File: config.mk
export PLATFORM = sky130hd
export DESIGN_NAME = serial_reg_front
export DESIGN_NICKNAME = d
export VERILOG_FILES = /design/src/rtl/serial_rf_pkg.sv /design/src/rtl/rf_addr_decode.sv /design/src/rtl/rf_ctrl_regs.sv /design/src/rtl/rf_status_regs.sv /design/src/rtl/serial_reg_front.sv
export SDC_FILE = /design/constraint.sdc
export NUM_CORES = 1
export LEC_CHECK = 0
export BUFFER_PORTS_ARGS = -buffer_cell sky130_fd_sc_hd__buf_2
export CORE_MARGIN = 5
export CORE_UTILIZATION = 35
export DETAILED_ROUTE_END_ITERATION = 8
export GPL_TIMING_DRIVEN = 1
export PLACE_DENSITY = 0.6
export SLEW_MARGIN = 10
export SYNTH_ARGS = -nofsm -noshare
export SYNTH_HDL_FRONTEND = slang
export SYNTH_SLANG_ARGS = --single-unit
File: constraint.sdc
create_clock -name clk -period 1.7 [get_ports clk]
set_input_delay 0.34 -clock clk [delete_from_list [all_inputs] [get_ports clk]]
set_output_delay 0.34 -clock clk [all_outputs]
set_load 0.005 [all_outputs]
File: src/rtl/serial_rf_pkg.sv
package serial_rf_pkg;
   localparam int NUM_REGS    = 12;
   localparam int IX_DIVLO    = 0;
   localparam int IX_DIVHI    = 1;
   localparam int IX_GCTL     = 2;
   localparam int IX_LCTL     = 3;
   localparam int IX_MCTL     = 4;
   localparam int IX_LSTAT    = 5;
   localparam int IX_MSTAT    = 6;
   localparam int IX_SCRATCH  = 7;
   localparam int IX_IEN_SET  = 8;
   localparam int IX_IEN_CLR  = 9;
   localparam int IX_TXHOLD   = 10;
   localparam int IX_RXBUF    = 11;

   localparam int NUM_PLAIN   = 6;
   localparam int PL_DIVLO    = 0;
   localparam int PL_DIVHI    = 1;
   localparam int PL_GCTL     = 2;
   localparam int PL_LCTL     = 3;
   localparam int PL_MCTL     = 4;
   localparam int PL_SCRATCH  = 5;

   localparam logic [1:0] SZ_HALF = 2'b01;

   localparam int LS_READY    = 0;
   localparam int LS_HOLD_EMP = 5;
   localparam int LS_TX_EMP   = 6;
   localparam int MS_CTS_CHG  = 0;
   localparam int MS_CTS_LVL  = 4;
   localparam int IE_TX_EMPTY = 1;
endpackage

File: src/rtl/rf_addr_decode.sv
module rf_addr_decode #(
   parameter int ADDR_W     = 6,
   parameter int STRIDE_LOG = 2,
   parameter int NUM_REGS   = 12,
   localparam int IDX_W     = $clog2(NUM_REGS)
) (
   input  logic [ADDR_W-1:0] addr,
   input  logic [1:0]        size,
   input  logic [1:0]        size_ok_code,
   output logic [IDX_W-1:0]  idx,
   output logic              ok
);
   localparam int TOP_LSB = STRIDE_LOG + IDX_W;

   logic upper_zero;
   logic aligned;

   if (ADDR_W < TOP_LSB) begin : g_bad_width
      $error("rf_addr_decode: ADDR_W too small for the register map");
   end

   if (ADDR_W > TOP_LSB) begin : g_upper
      assign upper_zero = (addr[ADDR_W-1:TOP_LSB] == '0);
   end else begin : g_no_upper
      assign upper_zero = 1'b1;
   end

   if (STRIDE_LOG > 0) begin : g_align
      assign aligned = (addr[STRIDE_LOG-1:0] == '0);
   end else begin : g_no_align
      assign aligned = 1'b1;
   end

   assign idx = addr[STRIDE_LOG +: IDX_W];
   assign ok  = upper_zero && aligned && (size == size_ok_code)
                && (int'(idx) < NUM_REGS);
endmodule

File: src/rtl/rf_ctrl_regs.sv
module rf_ctrl_regs #(
   parameter int          REG_W     = 8,
   parameter int          NUM_PLAIN = 6,
   parameter logic [7:0]  LO_RESET  = 8'h01
) (
   input  logic                  clk,
   input  logic                  rst_n,
   input  logic [NUM_PLAIN-1:0]  plain_wr,
   input  logic                  ien_set,
   input  logic                  ien_clr,
   input  logic [REG_W-1:0]      wdata,
   output logic [REG_W-1:0]      plain_q [NUM_PLAIN],
   output logic [REG_W-1:0]      ien_q
);
   if (NUM_PLAIN < 1) begin : g_bad_count
      $error("rf_ctrl_regs: NUM_PLAIN must be at least 1");
   end

   for (genvar g = 0; g < NUM_PLAIN; g++) begin : g_plain
      localparam logic [REG_W-1:0] RST = (g == 0) ? REG_W'(LO_RESET) : '0;
      always_ff @(posedge clk or negedge rst_n) begin
         if (!rst_n)           plain_q[g] <= RST;
         else if (plain_wr[g]) plain_q[g] <= wdata;
      end
   end

   always_ff @(posedge clk or negedge rst_n) begin
      if (!rst_n)       ien_q <= '0;
      else if (ien_set) ien_q <= ien_q | wdata;
      else if (ien_clr) ien_q <= ien_q & ~wdata;
   end

   p_ien_set_r4: assert property (@(posedge clk) disable iff (!rst_n)
      ien_set |=> ((ien_q & $past(wdata)) == $past(wdata)));
   p_ien_clr_r4: assert property (@(posedge clk) disable iff (!rst_n)
      ien_clr && !ien_set |=> ((ien_q & $past(wdata)) == '0));
endmodule

File: src/rtl/rf_status_regs.sv
module rf_status_regs #(
   parameter int          REG_W     = 8,
   parameter logic [7:0]  LS_RESET  = 8'h60,
   parameter logic [7:0]  LS_W1C    = 8'h61,
   parameter int          CHG_BIT   = 0,
   parameter int          LVL_BIT   = 4
) (
   input  logic              clk,
   input  logic              rst_n,
   input  logic              ls_rd,
   input  logic              ls_wr,
   input  logic              ms_wr,
   input  logic [REG_W-1:0]  wdata,
   input  logic [REG_W-1:0]  ls_live,
   input  logic              cts_async,
   output logic [REG_W-1:0]  ls_view,
   output logic [REG_W-1:0]  ms_view
);
   localparam logic [REG_W-1:0] W1C_MASK = REG_W'(LS_W1C);

   if (CHG_BIT >= REG_W || LVL_BIT >= REG_W) begin : g_bad_bits
      $error("rf_status_regs: modem bit positions exceed REG_W");
   end

   logic [REG_W-1:0] ls_q;
   logic             cts_s, cts_d, chg_q;

   assign ls_view = ls_q | ls_live;

   always_ff @(posedge clk or negedge rst_n) begin
      if (!rst_n)     ls_q <= REG_W'(LS_RESET);
      else if (ls_rd) ls_q <= ls_q | ls_live;
      else if (ls_wr) ls_q <= ls_q & ~(wdata & W1C_MASK);
   end

   always_ff @(posedge clk or negedge rst_n) begin
      if (!rst_n) begin
         cts_s <= 1'b0;
         cts_d <= 1'b0;
         chg_q <= 1'b0;
      end else begin
         cts_s <= cts_async;
         cts_d <= cts_s;
         if (cts_s != cts_d)              chg_q <= 1'b1;
         else if (ms_wr && wdata[CHG_BIT]) chg_q <= 1'b0;
      end
   end

   always_comb begin
      ms_view          = '0;
      ms_view[CHG_BIT] = chg_q;
      ms_view[LVL_BIT] = cts_s;
   end

   p_ls_w1c_r5: assert property (@(posedge clk) disable iff (!rst_n)
      ls_wr && !ls_rd |=> ((ls_q & $past(wdata) & W1C_MASK) == '0));
   p_ls_sticky_r6: assert property (@(posedge clk) disable iff (!rst_n)
      !ls_wr |=> ((ls_q & $past(ls_q)) == $past(ls_q)));
   p_ms_hold_r7: assert property (@(posedge clk) disable iff (!rst_n)
      chg_q && !(ms_wr && wdata[CHG_BIT]) |=> chg_q);
endmodule

File: src/rtl/serial_reg_front.sv
module serial_reg_front
   import serial_rf_pkg::*;
#(
   parameter int          ADDR_W     = 6,
   parameter int          DATA_W     = 16,
   parameter int          REG_W      = 8,
   parameter int          STRIDE_LOG = 2,
   parameter int          ERR_W      = 4,
   parameter logic [7:0]  DIVLO_RST  = 8'h01,
   parameter logic [7:0]  LSTAT_RST  = 8'h60
) (
   input  logic              clk,
   input  logic              rst_n,
   input  logic              bus_sel,
   input  logic              bus_wr,
   input  logic [ADDR_W-1:0] bus_addr,
   input  logic [1:0]        bus_size,
   input  logic [DATA_W-1:0] bus_wdata,
   output logic [DATA_W-1:0] bus_rdata,
   output logic              bus_err,
   output logic [REG_W-1:0]  tx_data,
   output logic              tx_load,
   output logic              tx_irq,
   input  logic [REG_W-1:0]  rx_data,
   input  logic              rx_valid,
   output logic              rx_pop,
   input  logic              stat_tx_empty,
   input  logic              stat_hold_empty,
   input  logic [ERR_W-1:0]  stat_line_err,
   input  logic              cts
);
   localparam int IDX_W  = $clog2(NUM_REGS);
   localparam int HI_W   = DATA_W - REG_W;
   localparam logic [7:0] LS_MASK = 8'((1 << LS_READY) | (1 << LS_HOLD_EMP) | (1 << LS_TX_EMP));

   if (REG_W >= DATA_W) begin : g_bad_reg_w
      $error("serial_reg_front: REG_W must be narrower than DATA_W");
   end
   if (ERR_W != LS_HOLD_EMP - LS_READY - 1) begin : g_bad_err_w
      $error("serial_reg_front: ERR_W must fill the bits between ready and hold-empty");
   end
   if (REG_W <= LS_TX_EMP) begin : g_bad_ls_w
      $error("serial_reg_front: REG_W too narrow for line status");
   end

   logic [IDX_W-1:0] idx;
   logic             dec_ok;

   rf_addr_decode #(
      .ADDR_W(ADDR_W), .STRIDE_LOG(STRIDE_LOG), .NUM_REGS(NUM_REGS)
   ) u_dec (
      .addr(bus_addr), .size(bus_size), .size_ok_code(SZ_HALF),
      .idx(idx), .ok(dec_ok)
   );

   logic acc_ok, wr_ok, rd_ok;
   assign acc_ok = bus_sel && dec_ok;
   assign wr_ok  = acc_ok && bus_wr;
   assign rd_ok  = acc_ok && !bus_wr;

   logic [NUM_REGS-1:0] hit;
   for (genvar g = 0; g < NUM_REGS; g++) begin : g_hit
      assign hit[g] = (int'(idx) == g);
   end

   logic [NUM_PLAIN-1:0] plain_wr;
   assign plain_wr[PL_DIVLO]   = wr_ok && hit[IX_DIVLO];
   assign plain_wr[PL_DIVHI]   = wr_ok && hit[IX_DIVHI];
   assign plain_wr[PL_GCTL]    = wr_ok && hit[IX_GCTL];
   assign plain_wr[PL_LCTL]    = wr_ok && hit[IX_LCTL];
   assign plain_wr[PL_MCTL]    = wr_ok && hit[IX_MCTL];
   assign plain_wr[PL_SCRATCH] = wr_ok && hit[IX_SCRATCH];

   logic [REG_W-1:0] wbyte;
   assign wbyte = bus_wdata[REG_W-1:0];

   logic [REG_W-1:0] plain_q [NUM_PLAIN];
   logic [REG_W-1:0] ien_q;

   rf_ctrl_regs #(
      .REG_W(REG_W), .NUM_PLAIN(NUM_PLAIN), .LO_RESET(DIVLO_RST)
   ) u_ctrl (
      .clk(clk), .rst_n(rst_n), .plain_wr(plain_wr),
      .ien_set(wr_ok && hit[IX_IEN_SET]), .ien_clr(wr_ok && hit[IX_IEN_CLR]),
      .wdata(wbyte), .plain_q(plain_q), .ien_q(ien_q)
   );

   logic [REG_W-1:0] ls_live, ls_view, ms_view;
   always_comb begin
      ls_live = '0;
      ls_live[LS_READY]                  = rx_valid;
      ls_live[LS_READY+1 +: ERR_W]       = stat_line_err;
      ls_live[LS_HOLD_EMP]               = stat_hold_empty;
      ls_live[LS_TX_EMP]                 = stat_tx_empty;
   end

   rf_status_regs #(
      .REG_W(REG_W), .LS_RESET(LSTAT_RST), .LS_W1C(LS_MASK),
      .CHG_BIT(MS_CTS_CHG), .LVL_BIT(MS_CTS_LVL)
   ) u_stat (
      .clk(clk), .rst_n(rst_n),
      .ls_rd(rd_ok && hit[IX_LSTAT]), .ls_wr(wr_ok && hit[IX_LSTAT]),
      .ms_wr(wr_ok && hit[IX_MSTAT]), .wdata(wbyte),
      .ls_live(ls_live), .cts_async(cts),
      .ls_view(ls_view), .ms_view(ms_view)
   );

   logic [REG_W-1:0] thr_q, rbr_q;
   logic             take_rx;
   assign take_rx = rd_ok && hit[IX_RXBUF] && rx_valid;

   logic [REG_W-1:0] rd_mux;
   always_comb begin
      rd_mux = '0;
      unique case (int'(idx))
         IX_DIVLO:   rd_mux = plain_q[PL_DIVLO];
         IX_DIVHI:   rd_mux = plain_q[PL_DIVHI];
         IX_GCTL:    rd_mux = plain_q[PL_GCTL];
         IX_LCTL:    rd_mux = plain_q[PL_LCTL];
         IX_MCTL:    rd_mux = plain_q[PL_MCTL];
         IX_LSTAT:   rd_mux = ls_view;
         IX_MSTAT:   rd_mux = ms_view;
         IX_SCRATCH: rd_mux = plain_q[PL_SCRATCH];
         IX_IEN_SET,
         IX_IEN_CLR: rd_mux = ien_q;
         IX_TXHOLD:  rd_mux = thr_q;
         IX_RXBUF:   rd_mux = rx_valid ? rx_data : rbr_q;
         default:    rd_mux = '0;
      endcase
   end

   always_ff @(posedge clk or negedge rst_n) begin
      if (!rst_n) begin
         bus_rdata <= '0;
         bus_err   <= 1'b0;
         tx_data   <= '0;
         tx_load   <= 1'b0;
         tx_irq    <= 1'b0;
         rx_pop    <= 1'b0;
         thr_q     <= '0;
         rbr_q     <= '0;
      end else begin
         bus_rdata <= rd_ok ? {{HI_W{1'b0}}, rd_mux} : '0;
         bus_err   <= bus_sel && !dec_ok;
         tx_load   <= wr_ok && hit[IX_TXHOLD];
         tx_irq    <= wr_ok && hit[IX_TXHOLD] && ien_q[IE_TX_EMPTY];
         rx_pop    <= take_rx;
         if (wr_ok && hit[IX_TXHOLD]) begin
            thr_q   <= wbyte;
            tx_data <= wbyte;
         end
         if (take_rx) rbr_q <= rx_data;
      end
   end

   p_err_size_r1: assert property (@(posedge clk) disable iff (!rst_n)
      bus_sel && (bus_size != SZ_HALF) |=> bus_err);
   p_upper_zero_r3: assert property (@(posedge clk) disable iff (!rst_n)
      bus_rdata[DATA_W-1:REG_W] == '0);
   p_irq_with_load_r8: assert property (@(posedge clk) disable iff (!rst_n)
      tx_irq |-> tx_load);
   p_no_pop_on_write_r9: assert property (@(posedge clk) disable iff (!rst_n)
      bus_sel && bus_wr |=> !rx_pop);
   p_err_quiet_r10: assert property (@(posedge clk) disable iff (!rst_n)
      bus_err |-> (!tx_load && !rx_pop && bus_rdata == '0));
endmodule

After elaboration in Yosys (flattened, before gate mapping). Index checks and enable logic that the tools add are counted.

Register bits: 95. Latch bits: 0. Memory bits (writable): 0. Bits in read-only memories: 0. Output and inout port bits: 28. Logic and storage cells: 89. Memories kept: 0.

$add $sub $neg: 0. Multipliers: 0. Div/mod/pow operators: 0. Order comparisons: 1. Eq/ne operators: 24. Shifts and indexed selects: 0. Muxes and demuxes: 9. Bitwise operators: 6. Reductions and logical operators: 31.

Operator list (number): $pmux W8 S11 (1); $eq A4 B4 Y1 const B (12); $mux W8 (6); $eq A4 B3 Y1 const B (6); $logic_and A1 B1 Y1 (22); $and A8 B8 Y8 (2); $eq A4 B2 Y1 const B (3); $logic_not A4 Y1 (2); $not A7 Y8 (1); $not A8 Y8 (1); $or A8 B7 Y8 (1); $or A8 B8 Y8 (1); $reduce_bool A2 Y1 (3); $eq A4 B1 Y1 const B (1); $lt A4 B4 Y1 const B (1); $eq A2 B1 Y1 const B (1); $logic_not A1 Y1 (2); $logic_not A2 Y1 (1); $mux W1 (2); $reduce_or A2 Y1 (1); $ne A1 B1 Y1 (1).

Logic depth before layout (Yosys ltp). Gate-level depths: netlist (run 1).

Depth after elaboration: 9. Gate-level depth with buffers: 7. Depth with buffers taken out: 4.

By module. From an unflattened synthesis (run 1), not the netlist that was laid out.

Cell total of the unflattened synthesis: 418. Area, all modules: 5091.1 µm².

Modules (own cells, without submodules): rf_ctrl_regs (instances 1, cells each 128, area each 2301.0 µm²); serial_reg_front (instances 1, cells each 238, area each 2207.1 µm²); rf_status_regs (instances 1, cells each 44, area each 521.8 µm²); rf_addr_decode (instances 1, cells each 8, area each 61.3 µm²).

Worst setup path before layout (run 1). OpenSTA, ideal clock, no wires.

Path type: in2reg. Start point: input bus_addr[1]. End point: register u_ctrl.plain_q[41] (netlist bit). Library setup time: 0.125 ns. Arrival time: 1.818 ns. Slack: -0.243 ns. Stages on the path: 5. Path buffers: 1. Cells stage by stage: nor4b_4 > nand3_2 > buf_6 > nor4_4 > mux2_2.

Longest elaborated chain between the ends: 6.

RTL lines: start, declared (line serial_reg_front.sv:16) `input logic [ADDR_W-1:0] bus_addr,`; $logic_not A2 Y1 (line rf_addr_decode.sv:29) `assign aligned = (addr[STRIDE_LOG-1:0] == '0);`; $logic_and A1 B1 Y1 (line rf_addr_decode.sv:35) `assign ok = upper_zero && aligned && (size == size_ok_code)`; $logic_and A1 B1 Y1 (line rf_addr_decode.sv:36) `&& (int'(idx) < NUM_REGS);`; $logic_and A1 B1 Y1 (line serial_reg_front.sv:57) `assign acc_ok = bus_sel && dec_ok;`; $logic_and A1 B1 Y1 (line serial_reg_front.sv:58) `assign wr_ok = acc_ok && bus_wr;`; $logic_and A1 B1 Y1 (line serial_reg_front.sv:67) `assign plain_wr[PL_DIVLO] = wr_ok && hit[IX_DIVLO];`; end signal, assigned by index (line rf_ctrl_regs.sv:23) `else if (plain_wr[g]) plain_q[g] <= wdata;`; end, declared (line rf_ctrl_regs.sv:12) `output logic [REG_W-1:0] plain_q [NUM_PLAIN],`.

Every way passes these cells. A chain may end at the register's enable or synchronous reset.

Worst setup path in the final report (run 1).
Start point: input bus_addr[1]. End point: register u_ctrl.plain_q[8] (netlist bit).

Longest elaborated chain between the ends: 6.

RTL lines: $logic_not A2 Y1 (line rf_addr_decode.sv:29); $logic_and A1 B1 Y1 (line rf_addr_decode.sv:35); $logic_and A1 B1 Y1 (line rf_addr_decode.sv:36); $logic_and A1 B1 Y1 (line serial_reg_front.sv:57); $logic_and A1 B1 Y1 (line serial_reg_front.sv:58); $logic_and A1 B1 Y1 (line serial_reg_front.sv:71) `assign plain_wr[PL_MCTL] = wr_ok && hit[IX_MCTL];`.

Every way passes these cells.

==> results.toml, run 1 <==
[outcome]
status = "complete, no violations"

[synthesis]
ys_seq_area_frac = 0.508
synthTopCellsByArea = "dfrtp_1 49%, mux2_2 16%, nor4_4 2.8%"
synth_top_cell_area_share = 0.491
ys_async_sr_fraction = 1.00
yosys_register_bits = 94
netlist_area_um2 = 4640
syn_avg_cell_area_um2 = 12.0
synth_edf_count = 0
synthCells = 386
ys.flop_type = "dfrtp_1"
ys_types = 58
ys_warn_count = 0
yosys.area.top_type = "dfrtp_1"

[cts]
cts_made_buffers = 9
h-tree-depth = 3
cts_root_buf = "clkbuf_16"
cts_buffer_depth = 2
clock-sinks = 94
path_clk_slew_ns = 0.07
clock_latency_ns = 0.36
post-cts-setup-buffers = 0
cts_tree = "done"

[timing]
final-hold-violation-count = 0
fin_crit_ns = 1.68
finalSetupTns_ns = 0
setup_violations = 0
fmax_mhz = 595
setup_slack_ns = 0.0186
timing.final.crit_share = 0.989
finClkSkew_ns = 0.00757
hold_slack_ns = 0.0928
rsz0062_at_grt = "true"
drv_slew = 0

[placement]
port_buffers = 55
dpl.hpwl_um = 9630
preCtsSetupSlack_ns = -0.344
dp.cells = 658
routabilityCongestion = 0.853

[global_routing]
track_usage = 0.169
antenna_found_initial = 0
grt_max_degree = 31
grt_pass1_wl_um = 20900
gr-total-overflow = 0
first_global_vias = 3678

[finish]
multi_input_area_um2 = 2180
antenna_cells = 0
nets = 538
layout-drive-gt1-share = 0.455
nFillCells = 1226
syn2layout_area_growth_pct = 29.2
instances_no_fill = 675
regArea_um2 = 2360

[floorplan]
die_w_um = 125
rows = 42
core_um2 = 13100
start_util = 0.353
ios = 72
die_area_um2 = 15700
die_y_um = 125

[detailed_routing]
drt-pass1-iter-count = 4
wl_per_cell_um = 19.2
wl_um = 13000
via_per_inst = 5.28
drc = 0
detail_route.iter0.violations = 297
ant_nets = 0
vias = 3567

[hold_path]
hold_class = "input port to flop"
hold_start = "cts"

[worst_setup_path]
required_ns = 1.94
worst-endpoint-arrival_ns = 1.92
r2r-start = "thr_q[0]"
crit_type = "input port to flop"
start_kind = "input port"
endpoint_kind = "flop"
crit_path_start = "bus_addr[1]"
crit_fanout = 8

[power]
total_power_w = 0.00475
p_leak_nw = 2.83
power_per_cell_area_nw_per_um2 = 793
ir_worst_vdd_mv = 0.529

[flow_run]
maxCapViolations = 0
[worst max-delay path, cell delays in order]
cell     delay [ns]
buf_6          0.10
nor4b_4        0.34
nand3_2        0.14
or4_1          0.57
buf_6          0.17
mux2_2         0.27
[state kept, by name, indices dropped and copies added, names as in the netlist, named ones only]
register / count
rbr_q: 8
bus_rdata: 8
u_stat.cts_s: 1
tx_irq: 1
bus_err: 1
rx_pop: 1
u_stat.chg_q: 1
thr_q: 8
u_stat.ls_q: 7
u_stat.cts_d: 1
u_ctrl.plain_q: 48
tx_load: 1
[placed cells by master, fill, tap and decap left out, types with 3 or more instances in the layout]
cell	synthesis	routed
o31a_1	4	4
nor2b_1	8	8
and2_1	3	3
conb_1	1	8
a22o_1	4	4
dfrtp_1	91	91
a31o_2	4	4
buf_2	6	52
inv_1	5	5
nand2b_1	5	5
a21oi_1	10	10
a32oi_1	6	6
o31ai_1	9	9
a22oi_1	5	5
mux2_1	3	3
nor4_4	6	6
clkbuf_16	0	9
buf_4	8	56
o21ai_0	19	19
mux2_2	66	51
inv_6	0	3
buf_12	0	9
a31oi_1	4	4
o22ai_1	3	3
nand4b_1	3	3
clkinv_4	0	3
nand4_1	3	3
nor3b_1	4	4
buf_6	1	5
nand2_1	27	25
or4_1	3	3
dfstp_2	3	3
nor2_1	12	12
mux2_4	0	15
mux2i_1	12	12
[synthesized netlist by cell type (2+ instances only)]
master / number
dfrtp_1: 91
mux2_2: 66
nand2_1: 27
o21ai_0: 19
clkbuf_1: 13
mux2i_1: 12
nor2_1: 12
a21oi_1: 10
o31ai_1: 9
buf_4: 8
nor2b_1: 8
a32oi_1: 6
buf_2: 6
nor4_4: 6
a22oi_1: 5
inv_1: 5
nand2b_1: 5
a22o_1: 4
a31o_2: 4
a31oi_1: 4
buf_1: 4
nor3b_1: 4
o31a_1: 4
and2_1: 3
dfstp_2: 3
mux2_1: 3
nand4_1: 3
nand4b_1: 3
o22ai_1: 3
or4_1: 3
a221oi_1: 2
and3b_1: 2
o221ai_1: 2
or2_2: 2
or3b_2: 2
[metrics by stage]
| step | util | area, µm² |
|---|---|---|
| global route | 0.456 | 5990 |
| finish | 0.456 | 5990 |
| floorplan | - | 4760 |
| CTS | 0.454 | 5970 |
| detailed placement | 0.431 | 5670 |
| global placement | 0.431 | 5670 |
[power breakdown]
group / internal [W] / switching [W] / total [W]
clock: 0.00103 / 0.000954 / 0.00198
combinational: 0.000206 / 0.000266 / 0.000472
sequential: 0.00228 / 0.0000238 / 0.00230
total: 0.00351 / 0.00124 / 0.00475
[layer usage]
layer	track usage	wire (µm)	vias up
li1	-	-	1646
met1	0.229	5780	1784
met2	0.252	5890	118
met3	0.0563	941	19
met4	0.0651	371	0
met5	0	0	-
[cell families after synthesis]
family / synth area share
other: 0.000808
AO/OA/AOI/OAI: 0.128
buffers and inverters: 0.0407
XOR/XNOR: 0.00189
multiplexers: 0.193
AND/OR/NAND/NOR: 0.128
flip-flops: 0.508
[timing repair]
| action | 4_1_cts | 5_1_grt |
|---|---|---|
| setup endpoints to repair | 0 | 26 |
| endpoints found under the hold margin | 24 | 0 |
| gates resized for setup | 0 | 6 |
| hold buffers | 1 | 0 |
[area by class of cell]
type / instances / area share
well taps: 176 / 0.0367
flip-flops and latches: 94 / 0.393
inverters: 5 / 0.00313
clock inverters: 7 / 0.0106
repair buffers: 123 / 0.155
multi-input cells: 261 / 0.364
clock buffers: 9 / 0.0376
[path summary, 6_finish.rpt]
| kind | end | slack, ns | depth (start not counted) |
|---|---|---|---|
| worst max register to register | bus_rdata[0] | 0.19 | 4 |
| worst min-delay path | u_stat.cts_s | 0.09 | 1 |
| min in group asynchronous | u_stat.chg_q | 0.47 | 2 |
| worst min register to register | u_stat.cts_d | 0.42 | 0 |
| max in group asynchronous | asynchronous set/reset pin | 0.64 | 3 |
| worst max-delay path | u_ctrl.plain_q[8] | 0.02 | 6 |
No activity file was read; power rests on OpenSTA's default activity.
==> inputs of run 2 (changes only) <==
- PLACE_DENSITY: 0.6 -> 0.59
- SYNTH_HIERARCHICAL: not set -> 1
==> results.toml, run 2 <==
[hold_path]
hold_class = "input port to flop"
hold_depth = 1
worstHoldEndpoint = "u_stat/cts_s"
hold_start = "cts"

[cts]
cts_buffer_depth = 2
cts_tree = "done"
cts_root_buf = "clkbuf_16"
path_clk_slew_ns = 0.06
h-tree-depth = 3
cts_made_buffers = 9
clock_latency_ns = 0.35
clock-sinks = 95

[finish]
regArea_um2 = 2380
largest-register = "u_ctrl/plain_q"
nets = 556
final_common_cell = "dfrtp_1"
mostFrequentLayoutCells = "92 x dfrtp_1, 58 x mux2_4, 53 x buf_2, 51 x buf_4, 22 x nand2_1"
largest_reg_flops = 48
syn2layout_area_growth_pct = 22.1
multi_input_area_um2 = 2470
antenna_cells = 0
layout-drive-gt1-share = 0.437
nFillCells = 1350

[timing]
finClkSkew_ns = 0.00999
setup_violations = 0
drv_slew = 0
fin_crit_ns = 1.66
fmax_mhz = 603
final-hold-violation-count = 0
rsz0062_at_grt = "false"
timing.final.crit_share = 0.975
setup_slack_ns = 0.0425

[power]
seqPwrFrac = 0.485
power_frac_clock = 0.413
p_switching_w = 0.00115
power_per_cell_area_nw_per_um2 = 778
p_leak_nw = 2.98
p_sw_frac = 0.238
combPwrFrac = 0.102
total_power_w = 0.00484
p_int_w = 0.00368
ir_worst_vdd_mv = 0.456

[worst_setup_path]
required_ns = 1.93
r2r_cells = 5
regToRegSetupSlack_ns = 0.04
r2r-start = "u_stat/ls_q[3]"
crit_fanout = 8
start_kind = "input port"
timing.rr.end = "bus_rdata[3]"
worst-endpoint-arrival_ns = 1.89
endpoint_kind = "flop"
crit_type = "input port to flop"

[synthesis]
synth_edf_count = 0
ys_types = 57
synth_compound_area_frac = 0.0998
synth_fa_ha_area_frac = 0
synth-simple-area-share = 0.108
synthTopCellsByArea = "dfrtp_1 45%, mux2_4 14%, mux2_1 4.6%"
synth_top_family_by_area = "multiplexers"
synth.mux.area_fraction = 0.235
ys_warn_count = 6
synth.most_common_cell = "dfrtp_1"
ys_async_sr_fraction = 1.00
yosys.area.top_type = "dfrtp_1"
synth_common_cells = "92 x dfrtp_1, 49 x mux2_4, 25 x nand2_1, 21 x buf_4, 21 x mux2_1"
synth_top_cell_area_share = 0.452
synthCells = 418
ys.flop_type = "dfrtp_1"
netlist_area_um2 = 5090
syn_avg_cell_area_um2 = 12.2
synth_xor_area_frac = 0.00516
ys_seq_area_frac = 0.468
yosys_register_bits = 95

[floorplan]
die_y_um = 131
start_util = 0.353
die_area_um2 = 17100
core_um2 = 14400
ios = 72
rows = 44
die_w_um = 131

[global_routing]
antenna_found_initial = 0
grt_max_degree = 39
track_usage = 0.162
grt_pass1_wl_um = 20700
gr-total-overflow = 0
first_global_vias = 3627

[detailed_routing]
vias = 3487
drc = 0
via_per_inst = 4.97
drt-pass1-iter-count = 4
ant_nets = 0
wl_um = 13100
detail_route.iter0.violations = 224
wl_per_cell_um = 18.7

[placement]
dpl.hpwl_um = 9470
routabilityCongestion = 0.827
preCtsSetupSlack_ns = -0.440
port_buffers = 55

[flow_run]
maxCapViolations = 0

[outcome]
status = "complete, no violations"
run 2: power groups by stage:
stage	Combinational (W)	Clock, W	Sequential, W
after CTS	0.000496	0.00206	0.00234
after global placement	0.000480	0	0.00238
final	0.000493	0.00200	0.00234
after floorplan	0.000284	0	0.00238
after detailed placement	0.000487	0	0.00238
after global routing	0.000541	0.00214	0.00235
run 2: final cells by class:
| type | count | share of cell area |
|---|---|---|
| multi-input cells | 284 | 0.397 |
| clock inverters | 2 | 0.00201 |
| repair buffers | 115 | 0.131 |
| flip-flops and latches | 95 | 0.383 |
| clock buffers | 14 | 0.0457 |
| inverters | 7 | 0.00423 |
| well taps | 184 | 0.0370 |
run 2: logic make-up after synthesis:
kind of cell / count (synthesis)
buffers and inverters: 54
AND/OR/NAND/NOR: 101
multiplexers: 91
flip-flops: 95
other: 3
XOR/XNOR: 3
AO/OA/AOI/OAI: 71
run 2: worst max-delay path: stages:
cell	delay, ns
buf_6	0.09
a211o_1	0.29
nor3_2	0.13
and3_4	0.27
nand2_4	0.09
nor3_2	0.15
buf_6	0.21
mux2_4	0.32
run 2: layer usage:
layer,GRT usage,wire length (µm),vias to the layer above
li1,-,-,1644
met1,0.221,5950,1747
met2,0.254,6240,81
met3,0.0354,629,15
met4,0.0587,259,0
met5,0,0,-
run 2: how the worst max path moves through the flow:
stage                startpoint            endpoint  slack (ns)  cells past startpoint
floorplan           bus_addr[5]  u_ctrl/plain_q[41]       -0.11                      7
global placement    bus_addr[5]  u_ctrl/plain_q[25]       -0.42                      8
detailed placement  bus_addr[5]  u_ctrl/plain_q[24]       -0.44                      8
CTS                 bus_addr[4]            rbr_q[0]       0.005                      9
global route        bus_addr[4]            rbr_q[0]       0.007                      9
finish              bus_addr[4]  u_ctrl/plain_q[41]        0.04                      8
run 2: stage by stage:
step | TNS [ns] | utilization | hold slack, ns | cells | area, µm²
final | 0 | 0.431 | 0.0949 | 701 | 6220
after detailed placement | -29.00 | 0.403 | 0.317 | 680 | 5810
after global routing | 0 | 0.431 | 0.0876 | 701 | 6220
after global placement | -25.78 | 0.403 | 0.308 | 680 | 5810
after floorplan | -5.73 | - | 0.0444 | 433 | 5220
after CTS | 0 | 0.428 | 0.0842 | 699 | 6180
run 2: timing repair:
action | CTS | global route
buffers inserted | 2 | 2
endpoints found under the hold margin | 26 | 0
endpoints found under the setup margin | 27 | 51
resized for setup | 12 | 5
pin swaps | 5 | 3
hold buffers | 1 | 0
